===== src/rtl/tmr_pkg.sv =====
package tmr_pkg;
  // word offsets inside one timer's 4-word window
  localparam int OFS_CNT = 0;
  localparam int OFS_RL  = 1;
  localparam int OFS_CTL = 2;
  localparam int TMR_STRIDE = 4;

  // control bit positions
  localparam int CTL_EN  = 0;
  localparam int CTL_RLD = 1;
  localparam int CTL_LD  = 2;

  typedef struct packed {
    logic rld;
    logic en;
  } tmr_ctl_t;
endpackage


===== src/rtl/tmr_prescaler.sv =====
module tmr_prescaler #(
  parameter int SW = 10
) (
  input  logic          clk,
  input  logic          rst_n,
  input  logic          cnt_we,
  input  logic          rl_we,
  input  logic [SW-1:0] wval,
  output logic [SW-1:0] sc_cnt,
  output logic [SW-1:0] sc_rl,
  output logic          tick
);
  function automatic logic [SW-1:0] sc_next(input logic [SW-1:0] cur,
                                            input logic [SW-1:0] rl);
    return (cur == '0) ? rl : SW'(cur - 1);
  endfunction

  assign tick = (sc_cnt == '0);

  always_ff @(posedge clk) begin
    if (!rst_n) begin
      sc_cnt <= '0;
      sc_rl  <= '0;
    end else begin
      if (rl_we) sc_rl <= wval;
      if (cnt_we) sc_cnt <= wval;
      else        sc_cnt <= sc_next(sc_cnt, sc_rl);
    end
  end

  // wrap to reload value after a tick
  p_scaler_wrap_r2: assert property (@(posedge clk) disable iff (!rst_n)
    (tick && !cnt_we) |=> (sc_cnt == $past(sc_rl)));
  // one step down per clock otherwise
  p_scaler_dec_r2: assert property (@(posedge clk) disable iff (!rst_n)
    (!tick && !cnt_we) |=> (sc_cnt == SW'($past(sc_cnt) - 1)));
endmodule


===== src/rtl/tmr_channel.sv =====
module tmr_channel
  import tmr_pkg::*;
#(
  parameter int CW = 24
) (
  input  logic          clk,
  input  logic          rst_n,
  input  logic          tick,
  input  logic          cnt_we,
  input  logic          rl_we,
  input  logic          ctl_we,
  input  logic [CW-1:0] wval,
  input  logic [2:0]    wctl,
  output logic [CW-1:0] cnt,
  output logic [CW-1:0] rl,
  output tmr_ctl_t      ctl,
  output logic          irq
);
  // named internal events
  logic ld;
  logic step;
  logic uf;

  function automatic logic [CW-1:0] cnt_next(input logic [CW-1:0] cur,
                                             input logic [CW-1:0] rval,
                                             input logic          rld);
    if (cur != '0) return CW'(cur - 1);
    return rld ? rval : '0;
  endfunction

  assign ld   = ctl_we & wctl[CTL_LD];
  assign step = tick & ctl.en & ~cnt_we & ~ld;
  assign uf   = step & (cnt == '0);

  always_ff @(posedge clk) begin
    if (!rst_n) begin
      cnt <= '0;
      rl  <= '0;
      ctl <= '0;
      irq <= 1'b0;
    end else begin
      if (rl_we) rl <= wval;
      if (cnt_we)    cnt <= wval;
      else if (ld)   cnt <= rl;
      else if (step) cnt <= cnt_next(cnt, rl, ctl.rld);
      if (ctl_we) begin
        ctl.en  <= wctl[CTL_EN];
        ctl.rld <= wctl[CTL_RLD];
      end else if (uf && !ctl.rld) begin
        ctl.en <= 1'b0;
      end
      irq <= uf;
    end
  end

  // one step down per tick while enabled
  p_dec_r3: assert property (@(posedge clk) disable iff (!rst_n)
    (step && cnt != '0) |=> (cnt == CW'($past(cnt) - 1)));
  // disabled timer holds
  p_hold_r4: assert property (@(posedge clk) disable iff (!rst_n)
    (!ctl.en && !cnt_we && !ld) |=> $stable(cnt));
  // interrupt only after an enabled zero count
  p_irq_src_r5: assert property (@(posedge clk) disable iff (!rst_n)
    irq |-> ($past(cnt == '0) && $past(ctl.en) && $past(tick)));
  // periodic restart
  p_reload_r6: assert property (@(posedge clk) disable iff (!rst_n)
    (uf && ctl.rld) |=> (cnt == $past(rl)));
  // one-shot stops and disables
  p_oneshot_r7: assert property (@(posedge clk) disable iff (!rst_n)
    (uf && !ctl.rld && !ctl_we) |=> (!ctl.en && cnt == '0));
  // load wins over decrement
  p_load_prio_r8: assert property (@(posedge clk) disable iff (!rst_n)
    ld |=> (cnt == $past(rl)));
endmodule


===== src/rtl/prescaled_dual_timer.sv =====
module prescaled_dual_timer
  import tmr_pkg::*;
#(
  parameter int NUM_TMR = 2,
  parameter int CW      = 24,
  parameter int SW      = 10,
  parameter int AW      = 6
) (
  input  logic               clk,
  input  logic               rst_n,
  input  logic               wr_en,
  input  logic [AW-1:0]      addr,
  input  logic [31:0]        wdata,
  output logic [31:0]        rdata,
  output logic [NUM_TMR-1:0] irq
);
  localparam int WW       = AW - 2;
  localparam int SCL_WORD = NUM_TMR * TMR_STRIDE;

  logic [WW-1:0] word;
  logic          tick;
  logic [SW-1:0] sc_cnt;
  logic [SW-1:0] sc_rl;
  logic [CW-1:0] t_cnt [NUM_TMR];
  logic [CW-1:0] t_rl  [NUM_TMR];
  tmr_ctl_t      t_ctl [NUM_TMR];
  logic          unused_bits;

  assign word        = addr[AW-1:2];
  assign unused_bits = ^{addr[1:0], wdata};

  tmr_prescaler #(.SW(SW)) u_scaler (
    .clk    (clk),
    .rst_n  (rst_n),
    .cnt_we (wr_en && word == WW'(SCL_WORD)),
    .rl_we  (wr_en && word == WW'(SCL_WORD + 1)),
    .wval   (wdata[SW-1:0]),
    .sc_cnt (sc_cnt),
    .sc_rl  (sc_rl),
    .tick   (tick)
  );

  for (genvar g = 0; g < NUM_TMR; g++) begin : g_tmr
    tmr_channel #(.CW(CW)) u_chan (
      .clk    (clk),
      .rst_n  (rst_n),
      .tick   (tick),
      .cnt_we (wr_en && word == WW'(g*TMR_STRIDE + OFS_CNT)),
      .rl_we  (wr_en && word == WW'(g*TMR_STRIDE + OFS_RL)),
      .ctl_we (wr_en && word == WW'(g*TMR_STRIDE + OFS_CTL)),
      .wval   (wdata[CW-1:0]),
      .wctl   (wdata[2:0]),
      .cnt    (t_cnt[g]),
      .rl     (t_rl[g]),
      .ctl    (t_ctl[g]),
      .irq    (irq[g])
    );
  end

  always_comb begin
    rdata = '0;
    for (int i = 0; i < NUM_TMR; i++) begin
      if (word == WW'(i*TMR_STRIDE + OFS_CNT)) rdata = 32'(t_cnt[i]);
      if (word == WW'(i*TMR_STRIDE + OFS_RL))  rdata = 32'(t_rl[i]);
      if (word == WW'(i*TMR_STRIDE + OFS_CTL)) rdata = 32'(t_ctl[i]);
    end
    if (word == WW'(SCL_WORD))     rdata = 32'(sc_cnt);
    if (word == WW'(SCL_WORD + 1)) rdata = 32'(sc_rl);
  end

  // a single timer never fires twice in a row unless its period is one clock
  p_irq_sep_r5: assert property (@(posedge clk) disable iff (!rst_n)
    (irq[0] && !tick) |=> !irq[0]);
endmodule


===== config.mk =====
export PLATFORM = sky130hd
export DESIGN_NAME = prescaled_dual_timer
export DESIGN_NICKNAME = d
export VERILOG_FILES = /design/src/rtl/tmr_pkg.sv /design/src/rtl/tmr_prescaler.sv /design/src/rtl/tmr_channel.sv /design/src/rtl/prescaled_dual_timer.sv
export SDC_FILE = /design/constraint.sdc
export NUM_CORES = 1
export LEC_CHECK = 0
export ABC_AREA = 0
export CAP_MARGIN = 30
export CELL_PAD_IN_SITES_DETAIL_PLACEMENT = 0
export CELL_PAD_IN_SITES_GLOBAL_PLACEMENT = 2
export CORE_MARGIN = 8
export CORE_UTILIZATION = 37
export CTS_CLUSTER_DIAMETER = 60
export DETAILED_ROUTE_END_ITERATION = 7
export DONT_BUFFER_PORTS = 1
export PLACE_DENSITY_LB_ADDON = 0.1
export RECOVER_POWER = 50
export SYNTH_ARGS = -nofsm -noshare
export SYNTH_HDL_FRONTEND = slang
export SYNTH_SLANG_ARGS = --single-unit

===== constraint.sdc =====
create_clock -name clk -period 2.86 [get_ports clk]
set_input_delay 0.572 -clock clk [delete_from_list [all_inputs] [get_ports clk]]
set_output_delay 0.572 -clock clk [all_outputs]
set_load 0.02 [all_outputs]

==> impl_metrics.env <==
export IMPL_route_detailed_drc=0
export IMPL_drtAntennaViolNets=0
export IMPL_crit_arrival_ps=2870
export IMPL_cts_sinks=122
export IMPL_setup_viol=0
export IMPL_slew_headroom_pct=-27.7
export IMPL_fmax_mhz=383
export IMPL_period_needed_ps=2610
export IMPL_num_antenna_cells=0
export IMPL_die_h_um=156
export IMPL_required_ps=3110
export IMPL_cts_buffers=17
export IMPL_crit_type="flop to flop"
export IMPL_drtIter0Drc=645
export IMPL_yosysSeqAreaShare_pct=33.5
export IMPL_tns_ps=0
export IMPL_r2r_start="u_scaler.sc_cnt[4]$_SDFF_PN0_"
export IMPL_cpPeakStageDelay_ps=820
export IMPL_grt_pass1_vias=7309
export IMPL_post_route_period_util_pct=91.4
export IMPL_wl_per_cell_um=23.5
export IMPL_ir_worst_vdd_mv=0.387
export IMPL_ios=75
export IMPL_grt_max_degree=50
export IMPL_yosysWarnings=0
export IMPL_post_cts_setup_buffers=0
export IMPL_grt_pass1_wl_um=44400
export IMPL_antenna_found_initial=0
export IMPL_finalHoldViolCount=0
export IMPL_grt_remaining_overflow=0
export IMPL_min_to="u_scaler.sc_cnt[5]$_SDFF_PN0_"
export IMPL_grt_setup_unrepaired="false"
export IMPL_critPathCaptureType="flop"
export IMPL_worstPathMaxFanout=18
export IMPL_fillers=2085
export IMPL_min_path_type="input port to flop"
export IMPL_via_count=7488
export IMPL_drive_above_1_share_pct=11.0
export IMPL_seqCellArea_um2=2440
export IMPL_dp_hpwl_um=20400
export IMPL_syn2layout_area_growth_pct=11.7
export IMPL_io_buffers=0
export IMPL_die_area_um2=24400
export IMPL_core_area_um2=19400
export IMPL_skew_ps=8.95
export IMPL_syn_area_per_cell_um2=7.58
export IMPL_ctsResizeCount=0
export IMPL_synth_area_um2=7290
export IMPL_grt_use_total_pct=23.8
export IMPL_rr_worst_depth=5
export IMPL_root_buffer="clkbuf_16"
export IMPL_failed_checks="capacitance limit, slew limit"
export IMPL_ys_types=71
export IMPL_rows=51
export IMPL_cpMaxStageDelayCell="nor2_2"
export IMPL_htree_levels=4
export IMPL_drt_pass1_iter_count=5
export IMPL_placed_cell_area_um2=7650
export IMPL_rr_endpoint="g_tmr[1].u_chan.cnt[22]$_SDFFE_PN0P_"
export IMPL_clkSlewWorstSetupHoldPaths_ps=60
export IMPL_holdBufCountCts=0
export IMPL_crit_chain="or4_4, and3b_2, a21oi_1, nor2_2, a31oi_1"
export IMPL_tritoncts="done"
export IMPL_worstHoldStart="wdata[5]"
export IMPL_drv_slew=39
export IMPL_chipWidth_um=156
export IMPL_globalplace_congestion=0.867
export IMPL_tightest_slew_ps=1920
export IMPL_start_util_pct=37.6
export IMPL_start_kind="flop"
export IMPL_netlist_instances=962
export IMPL_design_area_um2=8140
export IMPL_regToRegSetupSlack_ps=250
export IMPL_hold_path_depth=2
export IMPL_ys_ff_latch=122
export IMPL_wl_um=28800
export IMPL_cap_violations=1
export IMPL_clk_latency_ps=420
export IMPL_nNetsFinal=999
export IMPL_p_leak_nw=2.94
export IMPL_clockBufferDepth=2
export IMPL_outcome="complete, but fails checks"
export IMPL_via_per_inst=6.10
export IMPL_power_density_nw_per_um2=662
export IMPL_synthArstFlopShare_pct=0
export IMPL_multi_input_area_um2=4430
export IMPL_ys_flop_type="dfxtp_1"
export IMPL_synth_edf_count=0
-- routing by layer --
metal | vias to the layer above | wire length (um) | track usage [%]
met5 | - | 0 | 0
met2 | 310 | 13000 | 37.3
met3 | 53 | 2150 | 4.99
met1 | 3650 | 12800 | 31.3
li1 | 3475 | - | -
met4 | 0 | 818 | 9.47
-- cell families after synthesis --
logic type	Yosys count	share of synthesized area, %
buffers and inverters	95	6.39
muxes	7	0.978
and+or+nand+nor	402	26.1
adders and majority gates	6	1.03
xor gates and xnor gates	39	4.69
other	1	0.0514
AOI/OAI and AO/OA	290	27.3
DFF	122	33.5
-- metrics by stage --
stage               worst slack, ps  util [%]  hold slack, ps  power, mW  cells
floorplan                       206         -             446       3.05    969
global placement                328      39.4             461       3.43   1198
detailed placement              295      39.4             465       3.45   1198
CTS                             269      42.1             267       5.42   1228
global route                    137      42.0             269       5.67   1228
finish                          247      42.0             283       5.39   1228
-- power breakdown --
part / internal (mW) / switching [mW]
Combinational: 0.640 / 0.895
Sequential: 1.79 / 0.115
Clock: 1.16 / 0.795
-- layout by cell type (no fill, tap or decap), types with 25 or more instances in the layout --
master	synthesis	layout
a21oi_1	92	92
a22oi_1	56	56
buf_4	10	43
dfxtp_1	122	122
nand2_1	221	221
nor2_1	54	52
o21ai_0	26	26
o221ai_1	39	39
xnor2_1	25	25
-- cell type report --
| cell class | count | share of cell area, % |
|---|---|---|
| Tap cell | 265 | 4.07 |
| Inverter | 10 | 0.461 |
| Timing Repair Buffer | 49 | 4.66 |
| Clock buffer | 22 | 5.82 |
| Clock inverter | 8 | 0.584 |
| Multi-Input combinational cell | 752 | 54.4 |
| Sequential cell | 122 | 30.0 |
-- critical path: cells and delay by family, from the launching register on --
family             cells  cell delay [ps]
and+or+nand+nor        3             1760
DFF                    1              350
AOI/OAI and AO/OA      2              330
-- worst max-delay path by stage --
stage,startpoint,endpoint,slack (ps),cells past startpoint
final,u_scaler.sc_cnt[4]$_SDFF_PN0_,g_tmr[1].u_chan.cnt[22]$_SDFFE_PN0P_,250,5
after floorplan,addr[4],rdata[4],210,9
after global placement,addr[4],rdata[9],330,5
after CTS,u_scaler.sc_cnt[4]$_SDFF_PN0_,g_tmr[1].u_chan.cnt[15]$_SDFFE_PN0P_,270,5
after global routing,g_tmr[1].u_chan.cnt[0]$_SDFFE_PN0P_,g_tmr[1].u_chan.cnt[14]$_SDFFE_PN0P_,140,7
after detailed placement,g_tmr[1].u_chan.cnt[9]$_SDFFE_PN0P_,g_tmr[1].u_chan.cnt[1]$_SDFFE_PN0P_,290,6
-- cell usage after synthesis, types with 3 or more instances --
master | instances | share of area (%)
nand2_1 | 221 | 11
dfxtp_1 | 122 | 34
a21oi_1 | 92 | 6.3
a22oi_1 | 56 | 5.8
nor2_1 | 54 | 2.8
clkbuf_1 | 52 | 2.7
o221ai_1 | 39 | 4.7
o21ai_0 | 26 | 1.8
xnor2_1 | 25 | 3.0
nor3_1 | 23 | 1.6
nand3_1 | 20 | 1.4
a221oi_1 | 16 | 1.9
o211ai_1 | 16 | 1.6
a31oi_1 | 15 | 1.3
xor2_1 | 14 | 1.7
buf_2 | 13 | 0.89
buf_4 | 10 | 1.0
inv_1 | 10 | 0.51
nand4_1 | 8 | 0.69
or3_1 | 8 | 0.69
and2_1 | 7 | 0.60
nand2b_1 | 7 | 0.60
nor4_1 | 7 | 0.60
ha_1 | 6 | 1.0
mux2i_1 | 6 | 0.82
nor2b_1 | 6 | 0.51
and3_1 | 5 | 0.43
buf_6 | 5 | 0.77
or4_4 | 5 | 0.77
nor4_4 | 4 | 1.2
o22ai_1 | 4 | 0.34
o31ai_1 | 4 | 0.41
nand3b_1 | 3 | 0.31
nand4b_1 | 3 | 0.36
nor2_2 | 3 | 0.26
nor4b_1 | 3 | 0.36
or4_1 | 3 | 0.31
-- registers in the layout (all words and copies together) (netlist names) --
| signal | cells |
|---|---|
| g_tmr.u_chan.cnt | 48 |
| g_tmr.u_chan.rl | 48 |
| u_scaler.sc_cnt | 10 |
| u_scaler.sc_rl | 10 |
| g_tmr.u_chan.ctl | 4 |
| g_tmr.u_chan.irq | 2 |
Power figures use the tool's default switching activity.
